**src/rtl/intc_pkg.sv**
```systemverilog
package intc_pkg;
  localparam int LEVELS       = 7;
  localparam int SLOTS        = 9;
  localparam int MID_SLOT     = SLOTS / 2;
  localparam int PER_LVL      = SLOTS - 1;
  localparam int PERIPH_N     = LEVELS * PER_LVL;
  localparam int HW_N         = LEVELS * SLOTS;
  localparam int HW_VEC_LAST  = 93;
  localparam int HW_VEC_FIRST = HW_VEC_LAST - HW_N + 1;
  localparam int SWI_VEC_BASE = 96;
  localparam int SWI_VEC_LAST = SWI_VEC_BASE + LEVELS - 1;
  localparam int LVL_W        = $clog2(LEVELS + 1);
  localparam int VEC_W        = 8;
  localparam int OFF_W        = VEC_W + 2;

  typedef logic [LVL_W-1:0] lvl_t;
  typedef logic [VEC_W-1:0] vec_t;
  typedef logic [OFF_W-1:0] off_t;

  typedef struct packed {
    logic valid;
    vec_t vec;
  } lvl_win_t;

  // hardware vectors count down from the top of the block as rank rises
  function automatic vec_t hw_vector(int lvl, int slot);
    return vec_t'(HW_VEC_LAST - ((lvl - 1) * SLOTS + slot));
  endfunction

  // software vectors: highest level takes the lowest number
  function automatic vec_t swi_vector(int lvl);
    return vec_t'(SWI_VEC_BASE + LEVELS - lvl);
  endfunction

  function automatic off_t vec_offset(vec_t v);
    return {v, 2'b00};
  endfunction

  // peripheral line j of a level skips the centre slot
  function automatic int periph_slot(int j);
    return (j < MID_SLOT) ? j : j + 1;
  endfunction
endpackage

```
**src/rtl/intc_swi_regs.sv**
```systemverilog
module intc_swi_regs
  import intc_pkg::*;
#(
  parameter int N = LEVELS
) (
  input  logic         clk_i,
  input  logic         rst_ni,
  input  logic [N-1:0] set_i,
  input  logic [N-1:0] clr_i,
  output logic [N-1:0] pend_o
);
  logic [N-1:0] pend_q;

  // set dominates clear when both arrive together
  always_ff @(posedge clk_i or negedge rst_ni) begin
    if (!rst_ni) pend_q <= '0;
    else         pend_q <= (pend_q & ~clr_i) | set_i;
  end

  assign pend_o = pend_q;
endmodule

```
**src/rtl/intc_level_arb.sv**
```systemverilog
module intc_level_arb
  import intc_pkg::*;
#(
  parameter int LVL = 1
) (
  input  logic [PER_LVL-1:0] periph_i,
  input  logic               ext_i,
  input  logic               swi_i,
  output lvl_win_t           win_o
);
  logic [SLOTS-1:0] slot_req;

  for (genvar j = 0; j < PER_LVL; j++) begin : g_map
    assign slot_req[periph_slot(j)] = periph_i[j];
  end
  assign slot_req[MID_SLOT] = ext_i | swi_i;

  // ascending scan: the last active slot seen is the highest one
  always_comb begin
    win_o = '0;
    for (int s = 0; s < SLOTS; s++) begin
      if (slot_req[s]) begin
        win_o.valid = 1'b1;
        if (s == MID_SLOT && !ext_i) win_o.vec = swi_vector(LVL);
        else                         win_o.vec = hw_vector(LVL, s);
      end
    end
  end
endmodule

```
**src/rtl/intc_level_pick.sv**
```systemverilog
module intc_level_pick
  import intc_pkg::*;
(
  input  lvl_win_t [LEVELS-1:0] wins_i,
  output logic                  valid_o,
  output lvl_t                  level_o,
  output vec_t                  vec_o
);
  always_comb begin
    valid_o = 1'b0;
    level_o = '0;
    vec_o   = '0;
    for (int l = 0; l < LEVELS; l++) begin
      if (wins_i[l].valid) begin
        valid_o = 1'b1;
        level_o = lvl_t'(l + 1);
        vec_o   = wins_i[l].vec;
      end
    end
  end
endmodule

```
**src/rtl/intc_leveled.sv**
```systemverilog
module intc_leveled
  import intc_pkg::*;
(
  input  logic                clk_i,
  input  logic                rst_ni,
  input  logic [PERIPH_N-1:0] periph_req_i,
  input  logic [LEVELS-1:0]   ext_irq_i,
  input  logic [LEVELS-1:0]   swi_set_i,
  input  logic [LEVELS-1:0]   swi_clr_i,
  input  logic                ack_i,
  output logic [LVL_W-1:0]    irq_level_o,
  output logic                irq_req_o,
  output logic [VEC_W-1:0]    vec_num_o,
  output logic [OFF_W-1:0]    vec_off_o,
  output logic [LEVELS-1:0]   swi_pend_o
);
  logic [LEVELS-1:0]     swi_pend;
  lvl_win_t [LEVELS-1:0] lvl_wins;
  logic                  win_valid;
  lvl_t                  win_level;
  vec_t                  win_vec;
  logic                  ack_take;

  lvl_t cur_level_q;
  logic req_q;
  vec_t cur_vec_q;
  off_t cur_off_q;
  vec_t vec_q;
  off_t off_q;

  intc_swi_regs #(.N(LEVELS)) u_swi (
    .clk_i  (clk_i),
    .rst_ni (rst_ni),
    .set_i  (swi_set_i),
    .clr_i  (swi_clr_i),
    .pend_o (swi_pend)
  );

  for (genvar l = 0; l < LEVELS; l++) begin : g_lvl
    intc_level_arb #(.LVL(l + 1)) u_arb (
      .periph_i (periph_req_i[l*PER_LVL +: PER_LVL]),
      .ext_i    (ext_irq_i[l]),
      .swi_i    (swi_pend[l]),
      .win_o    (lvl_wins[l])
    );
  end

  intc_level_pick u_pick (
    .wins_i  (lvl_wins),
    .valid_o (win_valid),
    .level_o (win_level),
    .vec_o   (win_vec)
  );

  assign ack_take = ack_i & req_q;

  always_ff @(posedge clk_i or negedge rst_ni) begin
    if (!rst_ni) begin
      cur_level_q <= '0;
      req_q       <= 1'b0;
      cur_vec_q   <= '0;
      cur_off_q   <= '0;
    end else begin
      cur_level_q <= win_level;
      req_q       <= win_valid;
      cur_vec_q   <= win_vec;
      cur_off_q   <= vec_offset(win_vec);
    end
  end

  always_ff @(posedge clk_i or negedge rst_ni) begin
    if (!rst_ni) begin
      vec_q <= '0;
      off_q <= '0;
    end else if (ack_take) begin
      vec_q <= cur_vec_q;
      off_q <= cur_off_q;
    end
  end

  assign irq_level_o = cur_level_q;
  assign irq_req_o   = req_q;
  assign vec_num_o   = vec_q;
  assign vec_off_o   = off_q;
  assign swi_pend_o  = swi_pend;
endmodule

```
**config.mk**
```make
export PLATFORM = sky130hd
export DESIGN_NAME = intc_leveled
export DESIGN_NICKNAME = d
export VERILOG_FILES = /design/src/rtl/intc_pkg.sv /design/src/rtl/intc_swi_regs.sv /design/src/rtl/intc_level_arb.sv /design/src/rtl/intc_level_pick.sv /design/src/rtl/intc_leveled.sv
export SDC_FILE = /design/constraint.sdc
export NUM_CORES = 1
export LEC_CHECK = 0
export BUFFER_PORTS_ARGS = -buffer_cell sky130_fd_sc_hd__buf_4
export CAP_MARGIN = 20
export CORE_AREA = 2 2 71 73
export DETAILED_ROUTE_END_ITERATION = 8
export DIE_AREA = 0 0 73 75
export GPL_TIMING_DRIVEN = 0
export MAX_ROUTING_LAYER = met4
export PLACE_DENSITY_LB_ADDON = 0.2
export SYNTH_ARGS = -nofsm -noshare
export SYNTH_HDL_FRONTEND = slang
export SYNTH_HIERARCHICAL = 1
export SYNTH_SLANG_ARGS = --single-unit
```
**constraint.sdc**
```tcl
create_clock -name clk_i -period 4.3 [get_ports clk_i]
set_clock_uncertainty 0.1 [all_clocks]
set_input_delay 0.215 -clock clk_i [delete_from_list [all_inputs] [get_ports clk_i]]
set_output_delay 0.215 -clock clk_i [all_outputs]
set_load 0.05 [all_outputs]
```
==> results of run 1 <==
==> worst paths after layout <==
path | startpoint | end | slack [ns] | depth (start not counted)
setup / recovery | u_swi/pend_o[4] | irq_req_o | 1.66 | 8
hold / removal | swi_set_i[5] | u_swi/pend_o[5] | 0.009 | 2
setup reg to reg | u_swi/pend_o[4] | irq_req_o | 1.66 | 8
hold reg to reg | cur_off_q[4] | vec_num_o[2] | 0.38 | 1
max in group asynchronous | rst_ni | vec_num_o[3] | 3.56 | 2
min in group asynchronous | rst_ni | irq_level_o[1] | 0.29 | 2
==> synth_stat cells, types with 2 or more instances <==
library cell  number
dfrtp_1           27
a22oi_1            8
nand3_1            3
o21ai_1            3
o21ai_0            4
a31oi_1            9
nor3b_1            3
clkbuf_1           3
nor2b_1            3
nor2_2             2
nor2_1            37
a211oi_1           5
a211o_1            8
inv_1             25
o21bai_1           2
nor3_1             8
nand2b_1           6
or4_1              3
nor4_1             3
a21o_1            10
o41ai_1            7
mux2_2             8
o22ai_1            8
o31ai_1            2
nand2_1            7
a221oi_1           8
and2_1             3
or4_4              3
a2111oi_0          2
conb_1             8
a21oi_1           11
clkinv_1           4
buf_4             27
buf_2              2
o31a_1             2
==> state kept, by name, summed over array words and instances, names as in the netlist <==
signal and flops:
cur_off_q 8, vec_num_o 8, u_swi/pend_o 7, irq_level_o 3
irq_req_o 1
==> where the power goes <==
part / switching (W) / total [W] / leakage [nW] / internal, W
logic: 0.000151 / 0.000274 / 1.21 / 0.000123
clock network: 0.0000807 / 0.000147 / 0.0217 / 0.0000658
registers: 0.0000135 / 0.000283 / 0.298 / 0.000269
total: 0.000245 / 0.000703 / 1.53 / 0.000458
==> layout make-up <==
cell class / count / area share (%)
Timing Repair Buffer: 108 / 24.5
Inverter: 30 / 3.38
Clock inverter: 1 / 0.225
Tap cell: 54 / 2.03
Clock buffer: 3 / 1.24
Sequential cell: 27 / 20.3
Buffer: 33 / 7.07
Multi-Input combinational cell: 208 / 41.3
==> logic make-up after synthesis <==
logic type	Yosys count
AOI/OAI and AO/OA	95
buffers and inverters	63
DFF	27
muxes	8
other	8
and+or+nand+nor	95
==> stage by stage <==
step | worst slack (ns) | utilization, % | hold WS (ns)
floorplan | 1.62 | - | -0.181
detailed placement | 1.68 | 70.0 | 0.0510
CTS | 1.66 | 71.2 | 0.00111
global route | 1.56 | 71.4 | 0.000706
global placement | 1.73 | 70.0 | 0.0446
finish | 1.66 | 71.4 | 0.00918
==> layer usage <==
layer	GRT usage (%)	vias to the layer above	part of all wire (%)
met4	2.26	0	0
met2	37.7	80	51
li1	-	1281	-
met3	3.48	0	5.7
met1	27.2	1144	43
met5	-	-	0
==> critical path: stages, from the launching register on <==
cell and delay [ns]:
dfrtp_1 0.45, or3_1 0.44, nor3_1 0.16, nand2_1 0.10
buf_4 0.15, or2_1 0.23, buf_6 0.14, or3_4 0.32
or4_1 0.42
==> timing repair <==
item,4_1_cts,5_1_grt
hold buffers,1,1
endpoints found under the hold margin,27,1
setup endpoints to repair,0,0
==> results.md, run 1 <==
* # fillers at 375
* Syn Inst Count at between 200 and 300
* Status: completed
* Initial DRC Count at between 100 and 150
* Final #Nets at 491
* Main combinational cell family by area after synthesis: compound AO/OA/AOI/OAI gates
* Leakage at around 1.5 nW
* Final period utilization at 61.5%
* ANT cells at 0
* Clk slew on worst S/H paths at 0.10 ns
* Register area share after synthesis at 28.3%
* I/O pins at ~110
* Largest net degree at the start of global routing at 28
* CP required at about 4.3 ns
* Postcts setup bufs at 0
* Full die area at around 0.0055 mm2
* Xor/xnor cell area share of the yosys netlist at 0%
* Peak VDD IR at just over 0.1 mV
* Slew headroom at between 60% and 70%
* DRC at 0
* Placed cell area at 0.00326 mm2
* CTS Root Cell: clkbuf_8
* Register area at ~680 um2
* HP Class: input pin to flop
* Layout cell share with drive strength beyond 1 at about two fifths
* Antenna violations before repair at 0
* Commonest cells after routing, fill and taps aside: buf_4, nor2_1, dfrtp_1, inv_1, a21oi_1
* GRT Total Usage at a little over a fifth
* CTS sink count at 27
* Critical path type: flop to flop
* Avg Cell Area, Syn at 8.07 um2
* # rows at 25
* Cell variety after synth at between 50 and 60
* Total power divided by cell area at 211 mW/mm2
* Synth async-reset ratio at 100%
* Slew at the pin closest to its max-slew limit at just over 0.5 ns
* Final Setup Violations at 0
* Simple-gate area share of the yosys netlist at a little under a quarter
* Total CTS buffers at 3
* CP Max Fanout at 10
* Total grt overflow at 0
* H-tree depth at 1
* Crit path time final at roughly 2.6 ns
* Placed cells at approximately 460
* Final cell count without fillers at 464
* Worst-Skew Late Latency at roughly 0.27 ns
* Setup tns final at 0 ns
* Area contributors post-synth: dfrtp_1, buf_4, nor2_1, inv_1, mux2_2
* Core area at between 0.004 and 0.005 mm2
* Adder-Cell Fraction of Synth Area at 0%
* Mux cell area share after synthesis at 3.77%
* Drt first pass iters at 4
* Max Cap Viol at 0
* Die height at about 75 um
* Post-detail-place hpwl at around 5000 um
* Vias in the first global route at 2175
* Startpoint Class: flop
* Number of buffers added on ports at 106
* Worst Path Arrival at 2.68 ns
* Final wirelength at around 5800 um
* Post-DRT Antenna Nets at 0
* Yosys warnings at 6
* Die Wd at approximately 73 um
* Most common flop cell mapped by yosys: dfrtp_1
* EDFF count, synth at 0
* Max frequency at around 380 MHz
* Yosys reg bits at 27
* RSZ-0062 raised after global routing: no
* Via count at ~2500
* Fin. Hold Viols at 0
* CTS tree: done
* Commonest non-fill, non-tap cell in the layout: buf_4
* Compound-Gate Fraction of Synth Area at between 20% and 30%
* Final Power at ~0.0007 W
* Fin. max-slew vios at 0
* DR WL/cell at between 10 and 15 um
* Vias per cell at 5.40
* Critical Path End Type: flop
* Buffer levels on the longest clock path at 2
* Post-route cell area at between 0.003 and 0.004 mm2
* GPL Wtd Cong at 0.828
* First-pass GRT wire length at 9180 um
* Area Growth Syn to Fin at 39.3%
* Post-CTS sizing at 0
* Cell Area, Synth at 0.00239 mm2
* Share of the synthesized area in the top cell type at about 28%
* Multi-input combinational cell area at 0.00137 mm2
* Initial Util at about half
* Leading area contributor after synthesis: dfrtp_1
(Power assumes the default switching activity.)
==> run 2: changes to the inputs <==
--- a/config.mk
+++ b/config.mk
@@ -7,9 +7,9 @@
 export LEC_CHECK = 0
 export BUFFER_PORTS_ARGS = -buffer_cell sky130_fd_sc_hd__buf_4
 export CAP_MARGIN = 20
-export CORE_AREA = 2 2 71 73
+export CORE_AREA = 2 2 78 80
 export DETAILED_ROUTE_END_ITERATION = 8
-export DIE_AREA = 0 0 73 75
+export DIE_AREA = 0 0 80 82
 export GPL_TIMING_DRIVEN = 0
 export MAX_ROUTING_LAYER = met4
 export PLACE_DENSITY_LB_ADDON = 0.2
==> constraint.sdc (replaced) <==
create_clock -name clk_i -period 2.4 [get_ports clk_i]
set_clock_uncertainty 0.1 [all_clocks]
set_input_delay 0.12 -clock clk_i [delete_from_list [all_inputs] [get_ports clk_i]]
set_output_delay 0.12 -clock clk_i [all_outputs]
set_load 0.05 [all_outputs]
==> run 2 against run 1 <==
  * Sequential share of layout area shrank 0.73 points
  * Maximum frequency increased by 13%
  * Sequential cell count unchanged
  * Critical path depth is 2 lower
  * Worst hold slack better by 0.0059 ns
  * Combinational power increased by 84%
  * Worst setup slack got worse by 1.6 ns
  * Register-to-register slack worse by 1.6 ns
  * Core utilization down 11 points
  * Clock power grew 80%
  * Count of clock-buffer cells in the layout did not move
==> results.md, run 2 (synthesized netlist as in run 1, its figures left out) <==
* Vias in the first global route at 2348 (was 2175)
* GRT Total Usage at 18.9% (was 21.6%)
* R2r startpoint: u_swi/pend_o[4] (unchanged)
* Max Cap Viol at 0 (unchanged)
* Placed cell area at 0.00330 mm2 (was 0.00326 mm2)
* Multi-input combinational cell area at 0.00139 mm2 (was 0.00137 mm2)
* Reg2Reg Depth at 6 (was 8)
* Register area at 677 um2 (was 676 um2)
* Initial DRC Count at 129 (was 122)
* Peak VDD IR at 0.255 mV (was 0.102 mV)
* Area Growth Syn to Fin at 44.8% (was 39.3%)
* Top cell by count, worst path: or3_4
* Die Wd at 80 um (was 73 um)
* Fin. max-slew vios at 0 (unchanged)
* Number of buffers added on ports at 106 (unchanged)
* Post-DRT Antenna Nets at 0 (unchanged)
* First-pass GRT wire length at 9800 um (was 9180 um)
* CTS Root Cell: clkbuf_8 (unchanged)
* Total CTS buffers at 3 (unchanged)
* Initial Util at 41.6% (was 51.3%)
* Placed cells at 479 (was 458)
* Core area at 0.00575 mm2 (was 0.00466 mm2)
* Reg2reg end: irq_req_o (unchanged)
* GPL Wtd Cong at 0.828 (about the same)
* Vias per cell at 5.11 (was 5.40)
* Clk pwr share at 20.7% (was 20.8%)
* Switching pwr at 0.000445 W (was 0.000245 W)
* Slack of the worst reg-to-reg path at 0.06 ns (was 1.66 ns)
* I/O pins at 109 (unchanged)
* RSZ-0062 raised after global routing: yes (was no)
* # fillers at 548 (was 375)
* Total grt overflow at 0 (unchanged)
* Buffer levels on the longest clock path at 2 (unchanged)
* Net Sw Frac at 34.9% (was 34.8%)
* Commonest cells after routing, fill and taps aside: buf_4, nor2_1, dfrtp_1, inv_1, a21oi_1 (unchanged)
* CP required at 2.45 ns (was 4.34 ns)
* Min-delay src: swi_clr_i[4] (was swi_set_i[5])
* HP Class: input pin to flop (unchanged)
* Max frequency at 428 MHz (was 378 MHz)
* Status: completed (unchanged)
* H-tree depth at 1 (unchanged)
* WHS Endpoint: u_swi/pend_o[4] (was u_swi/pend_o[5])
* Critical path cell sequence: or3_4 -> nor3_2 -> nand2_1 -> or2_4 -> or3_4 -> or4_1 (was or3_1 -> nor3_1 -> nand2_1 -> buf_4 -> or2_1 -> buf_6 -> or3_4 -> or4_1)
* Drt first pass iters at 4 (unchanged)
* Combinational share of power at 39.5% (was 38.9%)
* Reg power frac at 39.8% (was 40.2%)
* Via count at 2534 (was 2505)
* Slowest cell on crit path: or4_1 (was dfrtp_1)
* CTS tree: done (unchanged)
* Hold Path Stages at 3 (was 2)
* Post-detail-place hpwl at 5180 um (was 4860 um)
* Layout cell share with drive strength beyond 1 at 40.9% (was 39.8%)
* Final cell count without fillers at 496 (was 464)
* Post-route cell area at 0.00346 mm2 (was 0.00333 mm2)
* Critical Path End Type: flop (unchanged)
* Critical path type: flop to flop (unchanged)
* Clk slew on worst S/H paths at 0.10 ns (about the same)
* CP Max Fanout at 3 (was 10)
* ANT cells at 0 (unchanged)
* Leakage at 1.58 nW (was 1.53 nW)
* DRC at 0 (unchanged)
* DR WL/cell at 12.5 um (about the same)
* Fin. Hold Viols at 0 (unchanged)
* Final wirelength at 6210 um (was 5800 um)
* Total power divided by cell area at 368 mW/mm2 (was 211 mW/mm2)
* CP peak stage delay at 0.48 ns (was 0.45 ns)
* Final Setup Violations at 0 (unchanged)
* Worst Path Arrival at 2.38 ns (was 2.68 ns)
* CTS sink count at 27 (unchanged)
* Worst-Skew Late Latency at 0.27 ns (about the same)
* Die height at 82 um (was 75 um)
* Largest net degree at the start of global routing at 28 (unchanged)
* Internal Power at 0.000829 W (was 0.000458 W)
* Antenna violations before repair at 0 (unchanged)
* Final period utilization at 97.3% (was 61.5%)
* Full die area at 0.00656 mm2 (was 0.00548 mm2)
* Crit path time final at 2.34 ns (was 2.64 ns)
* Commonest non-fill, non-tap cell in the layout: buf_4 (unchanged)
* # rows at 28 (was 25)
* Startpoint Class: flop (unchanged)
* Final #Nets at 502 (was 491)
## run 2: timing repair
item | CTS | global route
buffers inserted | 4 | 3
resized for setup | 0 | 1
setup endpoints to repair | 1 | 4
hold buffers | 8 | 0
pin swaps | 3 | 5
endpoints found under the hold margin | 34 | 0
## run 2: power groups by stage
stage                     combinational (W)  sequential (W)  clock [W]
after floorplan                    0.000194        0.000586          0
after CTS                          0.000504        0.000507   0.000271
after global placement             0.000480        0.000516          0
final                              0.000503        0.000507   0.000264
after detailed placement           0.000488        0.000517          0
after global routing               0.000540        0.000512   0.000296
## run 2: per-stage QoR
stage | TNS (ns) | worst slack [ns] | util (%) | power, W | hold slack [ns]
6_report | 0 | 0.0644 | 60.2 | 0.00127 | 0.0151
5_1_grt | -0.0270 | -0.0270 | 60.2 | 0.00135 | 0.0186
4_1_cts | 0 | 0.00548 | 60.0 | 0.00128 | 0.0142
3_5_place_dp | -0.130 | -0.0861 | 57.4 | 0.00101 | -0.0403
3_3_place_gp | -0.0767 | -0.0747 | 57.4 | 0.000995 | -0.0422
2_1_floorplan | -0.0898 | -0.0898 | - | 0.000780 | -0.276
## run 2: worst max path at each step
stage | startpoint | to | slack [ns] | cells past startpoint
2_1_floorplan | u_swi/pend_o[4] | irq_req_o | -0.09 | 8
6_report | u_swi/pend_o[4] | irq_req_o | 0.06 | 6
3_3_place_gp | u_swi/pend_o[4] | irq_req_o | -0.07 | 8
4_1_cts | u_swi/pend_o[4] | irq_req_o | 0.005 | 7
3_5_place_dp | u_swi/pend_o[4] | irq_req_o | -0.09 | 8
5_1_grt | u_swi/pend_o[4] | irq_req_o | -0.03 | 6
## run 2: metal layers
| layer | GRT usage (%) | wire length [um] |
|---|---|---|
| met5 | - | 0 |
| met4 | 1.53 | 0 |
| met2 | 35.3 | 3180 |
| met1 | 23.0 | 2690 |
| met3 | 1.76 | 346 |
## run 2: critical path: cells and delay by family (launching register included)
kind / cells / cell delay (ns)
and+or+nand+nor: 6 / 1.71
DFF: 1 / 0.41
## run 2: cell type report
cell class,instances,share of cell area (%)
plain buffers,31,6.25
clock buffers,3,1.19
clock inverters,1,0.145
inverters,30,3.25
multi-input cells,208,40.1
flip-flops and latches,27,19.6
well taps,75,2.71
repair buffers,121,26.8
==> run 3: changes to the inputs <==
--- a/config.mk
+++ b/config.mk
@@ -7,12 +7,13 @@
 export LEC_CHECK = 0
 export BUFFER_PORTS_ARGS = -buffer_cell sky130_fd_sc_hd__buf_4
 export CAP_MARGIN = 20
-export CORE_AREA = 2 2 78 80
+export CORE_AREA = 2 2 72 87
 export DETAILED_ROUTE_END_ITERATION = 8
-export DIE_AREA = 0 0 80 82
+export DIE_AREA = 0 0 74 89
 export GPL_TIMING_DRIVEN = 0
 export MAX_ROUTING_LAYER = met4
 export PLACE_DENSITY_LB_ADDON = 0.2
+export SKIP_CTS_REPAIR_TIMING = 1
 export SYNTH_ARGS = -nofsm -noshare
 export SYNTH_HDL_FRONTEND = slang
 export SYNTH_HIERARCHICAL = 1
==> run 3 against run 2 <==
  * Highest routed layer is now met4
  * Sequential cell count unchanged
  * Wire length is 4.5% lower
  * Global-route usage is 0.25 points higher
  * Sequential share of layout area is essentially flat
  * Final area fell by 0.25%
  * Critical path depth up 1
  * Die area rose by 0.40%
  * Power rose by 0.24%
  * Worst hold slack got worse by 0.012 ns
  * Largest power group unchanged
  * Clock power increased by 3%
  * Final cell count grew 0.40%
==> results.md, run 3 (synthesized netlist as in run 1, its figures left out) <==
* Status: completed (unchanged)
* Slew at the pin closest to its max-slew limit at about 0.56 ns
* Slew headroom at between 60% and 70%
* CTS sink count at 27 (unchanged)
* Initial DRC Count at 70 (was 129)
* DR WL/cell at 11.9 um (was 12.5 um)
* I/O pins at 109 (unchanged)
* Min-delay src: swi_clr_i[5] (was swi_clr_i[4])
* Area Growth Syn to Fin at 44.5% (was 44.8%)
* GRT Total Usage at 19.1% (was 18.9%)
* Post-Place Worst Slack at -0.0790 ns (was -0.0861 ns)
* Post-layout util at 60.9% (was 60.2%)
* Leakage at 1.56 nW (was 1.58 nW)
* DRC at 0 (unchanged)
* Via count at 2509 (was 2534)
* Clk slew on worst S/H paths at 0.10 ns (about the same)
* RSZ-0062 raised after global routing: yes (unchanged)
* Placed cells at 484 (was 479)
* Drt first pass iters at 4 (unchanged)
* Core area at 0.00567 mm2 (was 0.00575 mm2)
* Buffer levels on the longest clock path at 2 (unchanged)
* Slack of the worst reg-to-reg path at 0.04 ns (was 0.06 ns)
* Fin. Hold Viols at 0 (unchanged)
* # fillers at 502 (was 548)
* H-tree depth at 1 (unchanged)
* Total CTS buffers at 3 (unchanged)
* Final #Nets at 499 (was 502)
* HP Class: input pin to flop (unchanged)
* Final Setup Violations at 0 (unchanged)
* Critical Path End Type: flop (unchanged)
* Final wirelength at 5930 um (was 6210 um)
* CP peak stage delay at 0.41 ns (was 0.48 ns)
* GPL Wtd Cong at 0.854 (was 0.828)
* Critical path type: flop to flop (unchanged)
* Commonest non-fill, non-tap cell in the layout: buf_4 (unchanged)
* Hold Slack at 0.00306 ns (was 0.0151 ns)
* Commonest cells after routing, fill and taps aside: buf_4, nor2_1, dfrtp_1, inv_1, a21oi_1 (unchanged)
* ANT cells at 0 (unchanged)
* Full die area at 0.00659 mm2 (was 0.00656 mm2)
* Fin. max-slew vios at 0 (unchanged)
* Max Cap Viol at 0 (unchanged)
* Setup tns final at 0 ns (unchanged)
* Max frequency at 425 MHz (was 428 MHz)
* Post-DRT Antenna Nets at 0 (unchanged)
* CTS Root Cell: clkbuf_8 (unchanged)
* Hold Path Stages at 3 (unchanged)
* Slowest cell on crit path: dfrtp_2 (was or4_1)
* Total grt overflow at 0 (unchanged)
* Family with the most delay on the worst path: simple AND/OR/NAND/NOR gates (unchanged)
* Layout cell share with drive strength beyond 1 at 40.4% (was 40.9%)
* CP required at 2.46 ns (was 2.45 ns)
* Setup ws final at 0.0447 ns (was 0.0644 ns)
* Buf/Inv on CP at 1 (was 0)
* Vias per cell at 5.04 (was 5.11)
* Final cell count without fillers at 498 (was 496)
* Worst Path Arrival at 2.42 ns (was 2.38 ns)
* Antenna violations before repair at 0 (unchanged)
* Post-detail-place hpwl at 4840 um (was 5180 um)
* WHS Endpoint: u_swi/pend_o[5] (was u_swi/pend_o[4])
* Largest net degree at the start of global routing at 28 (unchanged)
* # rows at 30 (was 28)
* CTS tree: done (unchanged)
* CP Max Fanout at 4 (was 3)
* Peak VDD IR at 0.201 mV (was 0.255 mV)
* Crit path time final at 2.36 ns (was 2.34 ns)
* Initial Util at 42.2% (was 41.6%)
* Worst-Skew Late Latency at 0.28 ns (was 0.27 ns)
* Reg2reg end: irq_req_o (unchanged)
* First-pass GRT wire length at 9830 um (was 9800 um)
* Startpoint Class: flop (unchanged)
* Reg2Reg Depth at 7 (was 6)
* Vias in the first global route at 2310 (was 2348)
* Total power divided by cell area at 370 mW/mm2 (was 368 mW/mm2)
* Die Wd at 74 um (was 80 um)
* Critical path cell sequence: or3_4 -> nor3_2 -> nand2_1 -> or2_1 -> buf_6 -> or3_4 -> or4_4 (was or3_4 -> nor3_2 -> nand2_1 -> or2_4 -> or3_4 -> or4_1)
* Final period utilization at 98.1% (was 97.3%)
* Number of buffers added on ports at 106 (unchanged)
* R2r startpoint: u_swi/pend_o[4] (unchanged)
* Top cell by count, worst path: or3_4 (unchanged)
* Die height at 89 um (was 82 um)
## run 3: layout make-up
type | count | area [um2] | share of cell area (%)
tap | 80 | 100 | 2.90
buffer | 32 | 228 | 6.60
timing repair buffer | 117 | 898 | 26.0
multi-input combinational | 208 | 1390 | 40.2
sequential | 27 | 677 | 19.6
clock buffer | 3 | 41.3 | 1.20
clock inverter | 1 | 7.51 | 0.217
inverter | 30 | 113 | 3.26
## run 3: worst reg2reg max path, stage by stage (launching register included)
cell and delay, ns:
dfrtp_2 0.41, or3_4 0.35, nor3_2 0.17, nand2_1 0.10, or2_1 0.24, buf_6 0.13, or3_4 0.33, or4_4 0.41
## run 3: worst max path at each step
stage	from	endpoint	slack, ns	depth (start not counted)
6_report	u_swi/pend_o[4]	irq_req_o	0.04	7
5_1_grt	u_swi/pend_o[4]	irq_req_o	-0.07	7
4_1_cts	u_swi/pend_o[4]	irq_req_o	-0.09	8
3_5_place_dp	u_swi/pend_o[4]	irq_req_o	-0.08	8
3_3_place_gp	u_swi/pend_o[4]	irq_req_o	-0.08	8
2_1_floorplan	u_swi/pend_o[4]	irq_req_o	-0.09	8
## run 3: routing by layer
metal	GRT usage [%]	share of wire, %
met3	1.47	4.6
met1	24.7	44
met2	32.3	50
met5	-	0
met4	4.96	1.1
## run 3: power breakdown
part	total [W]	internal [W]	switching (W)
logic	0.000499	0.000228	0.000270
registers	0.000505	0.000483	0.0000229
clock network	0.000273	0.000118	0.000154
total	0.00128	0.000829	0.000447
## run 3: through the flow
step                total power [W]  cell area (um2)
floorplan                  0.000780             2410
global placement           0.000994             3300
detailed placement          0.00100             3300
CTS                         0.00128             3350
global route                0.00136             3450
finish                      0.00128             3450
